[config.mk]
export PLATFORM = sky130hd
export DESIGN_NAME = arith_cmp_unit
export DESIGN_NICKNAME = d
export VERILOG_FILES = /design/src/rtl/addsub_pkg.sv /design/src/rtl/asu_carry_chain.sv /design/src/rtl/asu_flag_gen.sv /design/src/rtl/asu_flag_reg.sv /design/src/rtl/arith_cmp_unit.sv
export SDC_FILE = /design/constraint.sdc
export NUM_CORES = 1
export LEC_CHECK = 0
export ABC_CLOCK_PERIOD_IN_PS = 5900
export CAP_MARGIN = 20
export CORE_MARGIN = 4
export CORE_UTILIZATION = 31
export DETAILED_ROUTE_END_ITERATION = 6
export PLACE_DENSITY = 0.77
export REMOVE_ABC_BUFFERS = 1
export SYNTH_ARGS = -nofsm -noshare
export SYNTH_HDL_FRONTEND = slang
export SYNTH_SLANG_ARGS = --single-unit
[constraint.sdc]
create_clock -name clk -period 5.9 [get_ports clk]
set_clock_uncertainty 0.15 [all_clocks]
set_input_delay 0.885 -clock clk [delete_from_list [all_inputs] [get_ports clk]]
set_output_delay 0.885 -clock clk [all_outputs]
set_load 0.05 [all_outputs]
[src/rtl/addsub_pkg.sv]
// Shared types for the adder-subtractor.
// Assumes nothing beyond a packed flag order of C, Z, N, V (MSB to LSB).
package addsub_pkg;

    typedef struct packed {
        logic c;   // carry out of the MSB
        logic z;   // result all zero
        logic n;   // result MSB
        logic v;   // signed overflow
    } flags_t;

    localparam int FLAG_BITS = 4;

endpackage

[src/rtl/asu_carry_chain.sv]
// Ripple carry chain of full-adder cells.
// Each cell forms generate and propagate terms. The chain exposes the carry
// into the top cell as well as the final carry out, because the overflow flag
// needs both. Assumes W >= 2.
module asu_carry_chain #(
    parameter int W = 8
) (
    input  logic [W-1:0] a,
    input  logic [W-1:0] b,
    input  logic         cin,
    output logic [W-1:0] sum,
    output logic         c_top_in,
    output logic         c_out
);
    localparam int TOP = W - 1;

    logic [W:0]   carry;
    logic [W-1:0] gen;
    logic [W-1:0] prop;

    assign carry[0] = cin;

    // One full-adder cell per bit position.
    for (genvar i = 0; i < W; i++) begin : g_cell
        assign gen[i]       = a[i] & b[i];
        assign prop[i]      = a[i] ^ b[i];
        assign sum[i]       = prop[i] ^ carry[i];
        assign carry[i + 1] = gen[i] | (prop[i] & carry[i]);
    end

    assign c_top_in = carry[TOP];
    assign c_out    = carry[W];

endmodule

[src/rtl/asu_flag_gen.sv]
// Status flag and compare predicate logic.
// Takes the result and the two top carries and produces C, Z, N and V, the
// borrow, and the unsigned and signed predicates. The predicates are only
// meaningful when the operation was a subtract.
module asu_flag_gen
    import addsub_pkg::*;
#(
    parameter int W = 8
) (
    input  logic [W-1:0] sum,
    input  logic         c_top_in,
    input  logic         c_out,
    input  logic         sub,
    output flags_t       flags,
    output logic         borrow,
    output logic         eq,
    output logic         ult,
    output logic         uge,
    output logic         ugt,
    output logic         slt,
    output logic         sge
);
    localparam int MSB = W - 1;

    logic sign_mismatch;

    // Four status flags from the chain outputs.
    always_comb begin
        flags.c = c_out;
        flags.z = ~(|sum);
        flags.n = sum[MSB];
        flags.v = c_top_in ^ c_out;
    end

    // Predicates derived from the flags after a subtract.
    always_comb begin
        sign_mismatch = flags.n ^ flags.v;
        borrow        = sub & ~flags.c;
        eq            = flags.z;
        uge           = flags.c;
        ult           = ~flags.c;
        ugt           = flags.c & ~flags.z;
        slt           = sign_mismatch;
        sge           = ~sign_mismatch;
    end

endmodule

[src/rtl/asu_flag_reg.sv]
// Flags holding register.
// Captures the flag word on an edge where load is high and keeps it
// otherwise. A synchronous active-low reset clears it to zero.
module asu_flag_reg
    import addsub_pkg::*;
(
    input  logic   clk,
    input  logic   rst_n,
    input  logic   load,
    input  flags_t d,
    output flags_t q
);
    // Reset has priority over the load strobe.
    always_ff @(posedge clk) begin
        if (!rst_n)
            q <= '0;
        else if (load)
            q <= d;
    end

    // no edge without load may change the register
    assert_hold_R8: assert property (@(posedge clk) disable iff (!rst_n)
        !load |=> $stable(q));

    // a load edge captures the flags present at that edge
    assert_capture_R8: assert property (@(posedge clk) disable iff (!rst_n)
        load |=> q == $past(d));

endmodule

[src/rtl/arith_cmp_unit.sv]
// Top of the adder-subtractor with flags and compare outputs.
// The B operand is conditioned by sub_en and fed to the carry chain. The flag
// logic turns the chain outputs into flags and predicates, and a register
// keeps a copy of the flags. All outputs except flags_q are combinational.
module arith_cmp_unit
    import addsub_pkg::*;
#(
    parameter int W = 8
) (
    input  logic                 clk,
    input  logic                 rst_n,
    input  logic [W-1:0]         op_a,
    input  logic [W-1:0]         op_b,
    input  logic                 sub_en,
    input  logic                 flag_load,
    output logic [W-1:0]         result,
    output logic                 flag_c,
    output logic                 flag_z,
    output logic                 flag_n,
    output logic                 flag_v,
    output logic                 borrow,
    output logic                 cmp_eq,
    output logic                 cmp_ult,
    output logic                 cmp_uge,
    output logic                 cmp_ugt,
    output logic                 cmp_slt,
    output logic                 cmp_sge,
    output logic [FLAG_BITS-1:0] flags_q
);
    localparam int MSB = W - 1;

    logic [W-1:0] b_eff;
    logic         c_top_in;
    logic         c_out;
    flags_t       flags;
    flags_t       flags_hold;

    // Invert B in subtract mode; the carry-in supplies the +1.
    always_comb begin
        b_eff = op_b ^ {W{sub_en}};
    end

    asu_carry_chain #(.W(W)) u_chain (
        .a        (op_a),
        .b        (b_eff),
        .cin      (sub_en),
        .sum      (result),
        .c_top_in (c_top_in),
        .c_out    (c_out)
    );

    asu_flag_gen #(.W(W)) u_flags (
        .sum      (result),
        .c_top_in (c_top_in),
        .c_out    (c_out),
        .sub      (sub_en),
        .flags    (flags),
        .borrow   (borrow),
        .eq       (cmp_eq),
        .ult      (cmp_ult),
        .uge      (cmp_uge),
        .ugt      (cmp_ugt),
        .slt      (cmp_slt),
        .sge      (cmp_sge)
    );

    asu_flag_reg u_hold (
        .clk   (clk),
        .rst_n (rst_n),
        .load  (flag_load),
        .d     (flags),
        .q     (flags_hold)
    );

    // Flatten the flag structs onto plain ports.
    always_comb begin
        flag_c  = flags.c;
        flag_z  = flags.z;
        flag_n  = flags.n;
        flag_v  = flags.v;
        flags_q = flags_hold;
    end

    // in add mode the output pair is the arithmetic sum of the operands
    assert_add_R1: assert property (@(posedge clk) disable iff (!rst_n)
        !sub_en |-> {flag_c, result} == ({1'b0, op_a} + {1'b0, op_b}));

    // an unsigned shortfall in subtract mode must raise borrow
    assert_borrow_R2: assert property (@(posedge clk) disable iff (!rst_n)
        (sub_en && (op_a < op_b)) |-> borrow);

    // the zero flag implies an all-zero result
    assert_zero_R3: assert property (@(posedge clk) disable iff (!rst_n)
        flag_z |-> (result == '0));

    // overflow only when the effective operand signs agree and the result sign differs
    assert_ovf_R5: assert property (@(posedge clk) disable iff (!rst_n)
        flag_v |-> ((op_a[MSB] == b_eff[MSB]) && (result[MSB] != op_a[MSB])));

    // signed less-than after a subtract matches the signed relation
    assert_slt_R7: assert property (@(posedge clk) disable iff (!rst_n)
        sub_en |-> (cmp_slt == ($signed(op_a) < $signed(op_b))));

endmodule

* Word level (Yosys, flattened, before mapping)
Index checks and enable logic that the tools add are counted.
Storage, ports and cells: logic and storage cells 53, output and inout bits 23, bits in registers 4, input port bits 20
Operators by class: reductions and logical operators 1, bitwise logic cells 48
Operators by type and width (number):
- 1-bit AND | 18
- 1-bit XOR | 18
- 1-bit bitwise OR | 8
- 8-bit OR reduction | 1
- 8-bit XOR | 1
- 1-bit NOT | 3

* Logic depth before layout (Yosys ltp)
Gate-level depths: netlist of run 1.
depth in word-level cells 21, mapped depth 12, mapped depth without buffers 11

* Cells and area by module
Synthesis of run 1 repeated with hierarchy kept, for this count alone.
Second synthesis, totals: cells, all modules 53, area, all modules 528.0 um2
Modules (own cells, without submodules):
- asu_carry_chain | area an instance 197.7 um2, cells each 18, instances 1
- asu_flag_reg | area an instance 156.4 um2, cells each 13, instances 1
- asu_flag_gen | area an instance 92.6 um2, cells each 13, instances 1
- arith_cmp_unit | area an instance 81.3 um2, cells each 9, instances 1

* Worst setup path after synthesis of run 1
OpenSTA, ideal clock, no wires.
path kind input-to-output, from in sub_en, to out cmp_ugt, arrival 5.922 ns, buffers on the path 1, data required time 4.865 ns, setup slack -1.057 ns, cell stages on the path 12, path through buf_4 xnor2_1 fa_1 fa_1 fa_1 fa_1 fa_1 fa_1 fa_1 nand4_1 nor3_1 nor2_1
On the way: word-level cells in the longest chain between the ends 19, elaborated cells between the ends (all ways) 43, classes of those cells 42 x bitwise; 1 x reduce/logical
Ends and longest elaborated chain:
- start: declaration | line arith_cmp_unit.sv:14 | input logic sub_en,
- 8-bit XOR | line arith_cmp_unit.sv:40 | b_eff = op_b ^ {W{sub_en}};
- 1-bit XOR | line asu_carry_chain.sv:26 | assign prop[i] = a[i] ^ b[i];
- 1-bit AND | line asu_carry_chain.sv:28 | assign carry[i + 1] = gen[i] | (prop[i] & carry[i]);
- 1-bit bitwise OR | line asu_carry_chain.sv:28
- 1-bit AND | line asu_carry_chain.sv:28
- 1-bit bitwise OR | line asu_carry_chain.sv:28
- 1-bit AND | line asu_carry_chain.sv:28
- 1-bit bitwise OR | line asu_carry_chain.sv:28
- [... 3 more ...]
- 1-bit bitwise OR | line asu_carry_chain.sv:28
- 1-bit AND | line asu_carry_chain.sv:28
- 1-bit bitwise OR | line asu_carry_chain.sv:28
- 1-bit AND | line asu_carry_chain.sv:28
- 1-bit bitwise OR | line asu_carry_chain.sv:28
- 1-bit XOR or 1-bit AND (tied branches) | line asu_carry_chain.sv:27, asu_carry_chain.sv:28
- 8-bit OR reduction or 1-bit bitwise OR (tied branches) | line asu_flag_gen.sv:30, asu_carry_chain.sv:28
- 1-bit AND * | line asu_flag_gen.sv:42 | ugt = flags.c & ~flags.z;
- end: declaration | line arith_cmp_unit.sv:25 | output logic cmp_ugt,
Every way passes the cells marked *; elsewhere a longest branch is shown, timed or not.

* Worst setup path after layout of run 1
from in op_b[0], to out borrow
On the way: word-level cells in the longest chain between the ends 20, elaborated cells between the ends (all ways) 21, classes of those cells 21 x bitwise
Ends and longest elaborated chain:
- start: declaration | line arith_cmp_unit.sv:13 | input logic [W-1:0] op_b,
- 8-bit XOR * | line arith_cmp_unit.sv:40
- 1-bit XOR | line asu_carry_chain.sv:26
- 1-bit AND | line asu_carry_chain.sv:28
- 1-bit bitwise OR * | line asu_carry_chain.sv:28
- 1-bit AND * | line asu_carry_chain.sv:28
- 1-bit bitwise OR * | line asu_carry_chain.sv:28
- 1-bit AND * | line asu_carry_chain.sv:28
- 1-bit bitwise OR * | line asu_carry_chain.sv:28
- [... 4 more ...]
- 1-bit AND * | line asu_carry_chain.sv:28
- 1-bit bitwise OR * | line asu_carry_chain.sv:28
- 1-bit AND * | line asu_carry_chain.sv:28
- 1-bit bitwise OR * | line asu_carry_chain.sv:28
- 1-bit AND * | line asu_carry_chain.sv:28
- 1-bit bitwise OR * | line asu_carry_chain.sv:28
- 1-bit NOT * | line asu_flag_gen.sv:38 | borrow = sub & ~flags.c;
- 1-bit AND * | line asu_flag_gen.sv:38
- end: declaration | line arith_cmp_unit.sv:21 | output logic borrow,
Marks and branches as above.

==> results of run 1 <==
==> power breakdown <==
part	total, uW	switching, uW	internal (uW)
logic	279	160	119
registers	30.7	1.18	29.5
clock network	36.2	13.3	22.9
total	346	174	172
==> what timing repair did <==
action	in CTS	in global routing
endpoints found under the setup margin	10	7
gates resized for setup	22	2
setup buffers	1	1
cloned	0	0
pin swaps	10	3
==> layer usage <==
metal | vias up | track usage [%] | part of all wire (%)
met5 | - | 0 | 0
li1 | 276 | - | -
met4 | 0 | 8.07 | 2.3
met1 | 264 | 15.6 | 33
met3 | 4 | 4.59 | 6.8
met2 | 27 | 28.0 | 58
==> cell type report <==
class / instances / area share, %
Multi-Input combinational cell: 33 / 32.7
Timing Repair Buffer: 54 / 50.7
Clock buffer: 3 / 1.97
Sequential cell: 4 / 6.99
Inverter: 18 / 5.90
Tap cell: 16 / 1.75
==> layout by cell type, fill, tap and decap left out <==
cell	instances
and2_1	1
and2b_1	1
buf_12	9
buf_2	2
buf_4	16
buf_6	1
clkbuf_4	3
clkdlybuf4s15_2	1
clkdlybuf4s50_1	23
dfxtp_1	4
dlygate4sd2_1	2
fa_1	1
fa_2	7
inv_1	15
inv_2	3
mux2i_1	1
nand2_1	2
nand3_1	1
nand4_1	1
nor2_1	3
nor3_2	1
nor3b_2	1
nor4_1	1
o211a_1	2
o21a_1	1
xnor2_1	5
xnor2_2	1
xor2_1	3
==> synth_stat cells <==
cell type and n:
and2_1 1, o211a_1 2, nor3_1 1, inv_2 2
fa_1 8, o21a_1 1, xnor2_1 6, nor2_1 3
buf_4 4, nand4_1 1, nand2_1 2, dfxtp_1 4
nor4_1 1, inv_1 16, nor3b_2 1, xor2_1 3
and2b_1 1, nand3_1 1, mux2i_1 1
==> cell families after synthesis <==
family	share of synthesized area, %
buffers and inverters	18.7
adders and majority gates	30.7
xor gates and xnor gates	15.1
AOI/OAI and AO/OA	5.28
muxes	1.92
DFF	15.3
and+or+nand+nor	13.0
==> how the worst max path moves through the flow <==
stage | cells past startpoint | slack, ns | start | endpoint
final | 14 | 0.21 | op_b[0] | borrow
after CTS | 13 | 0.008 | op_b[0] | flag_z
after floorplan | 11 | -2.07 | op_b[1] | cmp_ugt
after detailed placement | 13 | -0.30 | sub_en | flag_z
after global routing | 13 | 0.02 | sub_en | cmp_eq
after global placement | 13 | -0.23 | sub_en | flag_z
==> worst max-delay path, delay by kind of cell <==
| family | cells | cell delay, ns |
|---|---|---|
| simple gates | 1 | 0.15 |
| buf+inv | 5 | 0.81 |
| fa+ha+maj | 7 | 2.67 |
| mux | 1 | 0.13 |
==> through the flow <==
stage | setup slack [ns] | cells | hold WS [ns] | power, uW | TNS (ns)
2_1_floorplan | -2.07 | 55 | 0.585 | 179 | -4.64
3_3_place_gp | -0.228 | 123 | 0.311 | 298 | -0.967
3_5_place_dp | -0.304 | 123 | 0.320 | 303 | -1.61
4_1_cts | 0.00843 | 127 | 0.330 | 348 | 0
5_1_grt | 0.0155 | 128 | 0.354 | 366 | 0
6_report | 0.209 | 128 | 0.328 | 346 | 0
==> out/qor.txt, run 1 <==
status -> completed
min-delay src -> u_hold.q[3]
post-synthesis sequential area ratio -> 15.3%
Crit Path Class -> input port to primary output
hold path cells -> 1
root buf cell -> clkbuf_4
layout cells sized above 1 -> 40.2%
Critical Path, Cell by Cell -> clkdlybuf4s15_2, mux2i_1, fa_2, fa_2, fa_2, fa_2, fa_2, fa_2, buf_4, buf_4, fa_2, buf_4, and2_1, buf_4
clk buf depth -> 2
# diodes -> 0
type of origin of the critical path -> input port
type of the tightest min-delay check -> register to register
Seq. cell area -> 80.1 um^2
Finished Core Util -> 74.3%
Vias/cell -> 4.46
Netlist cell types -> 19
area leader, netlist -> fa_1
path depth of the worst reg2reg path -> 2
fin crit share -> 96.5%
GP Congestion -> 0.687
largest net degree at the start of global routing -> 8
Top Registers -> u_hold.q: 4 flops
Clock Sinks -> 4
minimum clock period -> 5.69 ns
Synthesis Warnings -> 0
Top cell by count, worst path -> fa_2
DRT Pass-1 Iters -> 2
Critical Path RT -> 4.87 ns
Clock transition at path regs -> 0.04 ns
DRC errors left -> 0
Hold Vio Cnt, Final -> 0
I/O pin total -> 43
H-tree level count -> 1
Post-Syn Area per Cell -> 8.84 um^2
Final Setup Violations -> 0
clk_lat worst skew -> 0.24 ns
worst IR drop on VDD -> 0.000249 V
Initial DRC Count -> 2
Initial Utilization -> 33.8%
CTS tree -> built
leakage -> 0.000554 uW
synthesis-to-finish area growth -> 119%
number of global-route vias before repair -> 643
die height -> 49.0 um
R2R Path Start -> u_hold.q[2]
Final nets -> 142
Synth top area share -> 30.7%
fmax -> 176 MHz
final antenna-violating net count -> 0
Slowest-stage cell, CP -> fa_2
total congestion overflow -> 0
Yosys reg bits -> 4
RSZ-0062 raised after global routing -> false
CP Capture Type -> primary output
max-slew violations -> 0
r2r setup slk -> 5.03 ns
Most flops, register -> u_hold.q
Placed Instance Area -> 1080 um^2
IO buf count -> 42
final instance area -> 1140 um^2
fill count -> 123
initial antenna violation count -> 0
PD cells -> 302 nW/um^2
routed wire length -> 1620 um
TritonCTS buffer count -> 3
Max-cap violations -> 0
global-route wire length before repair -> 2850 um
max reg flops -> 4
Rows -> 14
hold endpoint -> u_hold.q[3]
DR vias -> 571
Slowest Stage Delay on Critical Path -> 0.41 ns
die width -> 49.0 um
hold_buf cts -> 0
HPWL after detailed placement -> 1420 um
Multi-input gate area -> 374 um^2
Core Box Area -> 1540 um^2
Slew HR -> 65.3%
Synth area leaders -> fa_1 (31%), dfxtp_1 (15%), inv_1 (12%)
r2r endpoint -> u_hold.q[2]
post-synthesis cell area -> 522 um^2
Post-Synthesis Cells -> 59
Die ar. -> 2400 um^2
total track usage -> 15.5%
crit path DAT -> 4.66 ns
WL/cell -> 12.6 um
Worst-Margin Slew -> 0.518 ns
crit-path max FO -> 3
Power figures use the tool's default switching activity.
==> inputs of run 2 (changes only) <==
- ABC_CLOCK_PERIOD_IN_PS: 5900 -> 6800
- CORE_UTILIZATION: 31 -> 34
- PLACE_DENSITY: 0.77 -> 0.84
- clock period: 5.9 -> 6.8 ns (I/O delays scaled with it)
==> out/qor.txt, run 2 (synthesis gave the netlist of run 1 again) <==
layout cells sized above 1 -> 19.6% (-21 points)
Rows -> 13 (-1)
fin worst setup slack -> 0.282 ns (+0.0731 ns)
crit-path max FO -> 3 (unchanged)
most frequent cells in the layout -> clkdlybuf4s50_1 (30), inv_1 (16), fa_1 (8), buf_12 (8)
Clock Sinks -> 4 (unchanged)
total congestion overflow -> 0 (unchanged)
final antenna-violating net count -> 0 (unchanged)
Critical Path RT -> 5.63 ns (+0.76 ns)
Top Registers -> u_hold.q: 4 flops
setup bufs post-CTS -> 0 (-1)
RSZ-0062 raised after global routing -> false
DR vias -> 532 (-6.8%)
global-route wire length before repair -> 2300 um (-19%)
clk buf depth -> 2 (unchanged)
Initial Utilization -> 38.2% (+4.3 points)
type of the tightest min-delay check -> register to register
Clock transition at path regs -> 0.04 ns (about the same)
fin crit share -> 95.9%
max reg flops -> 4 (unchanged)
type of origin of the critical path -> input port
IO buf count -> 42 (unchanged)
die height -> 47.2 um (-3.8%)
Vias/cell -> 4.55 (+1.9%)
Final Setup Violations -> 0 (unchanged)
Crit Path Class -> input port to primary output
clk_lat worst skew -> 0.23 ns (about the same)
post_cts resized -> 0 (-100%)
leakage -> 0.000496 uW (-10%)
Worst-Margin Slew -> 0.504 ns (-0.0144 ns)
Slew HR -> 66.3% (+0.96 points)
number of global-route vias before repair -> 556 (-14%)
DRC errors left -> 0 (unchanged)
Max-cap violations -> 0 (unchanged)
DRT Pass-1 Iters -> 2 (unchanged)
Finished Core Util -> 76.0% (+1.7 points)
initial antenna violation count -> 0 (unchanged)
die width -> 47.2 um (-3.8%)
# diodes -> 0 (unchanged)
synthesis-to-finish area growth -> 99.0%
path depth of the worst reg2reg path -> 2 (unchanged)
most common cell after layout, fill and taps aside -> clkdlybuf4s50_1
PD cells -> 265 nW/um^2 (-12%)
min-delay src -> u_hold.q[1]
WL/cell -> 12.4 um (-2.2%)
worst IR drop on VDD -> 0.000199 V (-20%)
Initial DRC Count -> 2 (unchanged)
root buf cell -> clkbuf_4
status -> completed
hold endpoint -> u_hold.q[1]
fmax -> 153 MHz
r2r endpoint -> u_hold.q[2]
largest net degree at the start of global routing -> 8 (unchanged)
GP Congestion -> 0.722 (+5.1%)
Final nets -> 132 (-7.0%)
I/O pin total -> 43 (unchanged)
minimum clock period -> 6.52 ns
R2R Path Start -> u_hold.q[2]
hold_buf cts -> 0 (unchanged)
Most flops, register -> u_hold.q
Place WS -> 0.235 ns (+0.540 ns)
hold path cells -> 1 (unchanged)
H-tree level count -> 1 (unchanged)
HPWL after detailed placement -> 1320 um (-6.6%)
total track usage -> 15.0% (-0.48 points)
CP Capture Type -> primary output
Core Box Area -> 1370 um^2 (-11%)
r2r setup slk -> 5.92 ns (+0.89 ns)
Die ar. -> 2230 um^2 (-7.4%)
routed wire length -> 1450 um (-11%)
max-slew violations -> 0 (unchanged)
crit path DAT -> 5.35 ns (+0.69 ns)
Hold Vio Cnt, Final -> 0 (unchanged)
TritonCTS buffer count -> 3 (unchanged)
CTS tree -> built
## run 2: worst max-delay path, cell delays in order
cell	delay (ns)
clkdlybuf4s50_1	0.52
xnor2_1	0.11
fa_1	0.41
fa_1	0.38
fa_1	0.39
fa_1	0.39
fa_1	0.40
fa_1	0.45
fa_1	0.57
nand4_1	0.15
nor3_1	0.15
buf_4	0.17
nor2_1	0.04
buf_4	0.19
## run 2: cell type report
| cell class | instances | area (um^2) |
|---|---|---|
| Timing Repair Buffer | 44 | 505 |
| Multi-Input combinational cell | 33 | 344 |
| Fill cell | 102 | 328 |
| Sequential cell | 4 | 80.1 |
| Inverter | 18 | 67.6 |
| Clock buffer | 3 | 22.5 |
| Tap cell | 15 | 18.8 |
## run 2: routing by layer
| layer | vias to the layer above | part of all wire [%] | GRT usage, % |
|---|---|---|---|
| met1 | 244 | 33 | 13.3 |
| met4 | 0 | 1.3 | 6.63 |
| met3 | 2 | 12 | 4.98 |
| li1 | 256 | - | - |
| met5 | - | 0 | 0 |
| met2 | 30 | 54 | 29.8 |
## run 2: worst max-delay path by stage
stage,slack (ns),from,cells after the start,end
6_report,0.28,sub_en,14,cmp_ugt
5_1_grt,0.05,sub_en,14,cmp_ugt
4_1_cts,0.24,sub_en,14,cmp_ugt
3_5_place_dp,0.24,sub_en,14,cmp_ugt
3_3_place_gp,0.32,sub_en,14,cmp_ugt
2_1_floorplan,-1.44,op_b[1],11,cmp_ugt
## run 2: power breakdown
group	switching, uW	internal (uW)	total (uW)
registers	0.941	25.6	26.5
logic	132	85.8	218
clock network	10.4	19.8	30.2
## run 2: metrics by stage
stage	setup TNS [ns]	area [um^2]	instances	hold slack, ns	total power (uW)
4_1_cts	0	1040	117	0.330	279
3_3_place_gp	0	1020	114	0.309	244
5_1_grt	0	1040	117	0.360	290
2_1_floorplan	-2.66	492	55	0.585	156
6_report	0	1040	117	0.326	275
3_5_place_dp	0	1020	114	0.323	248
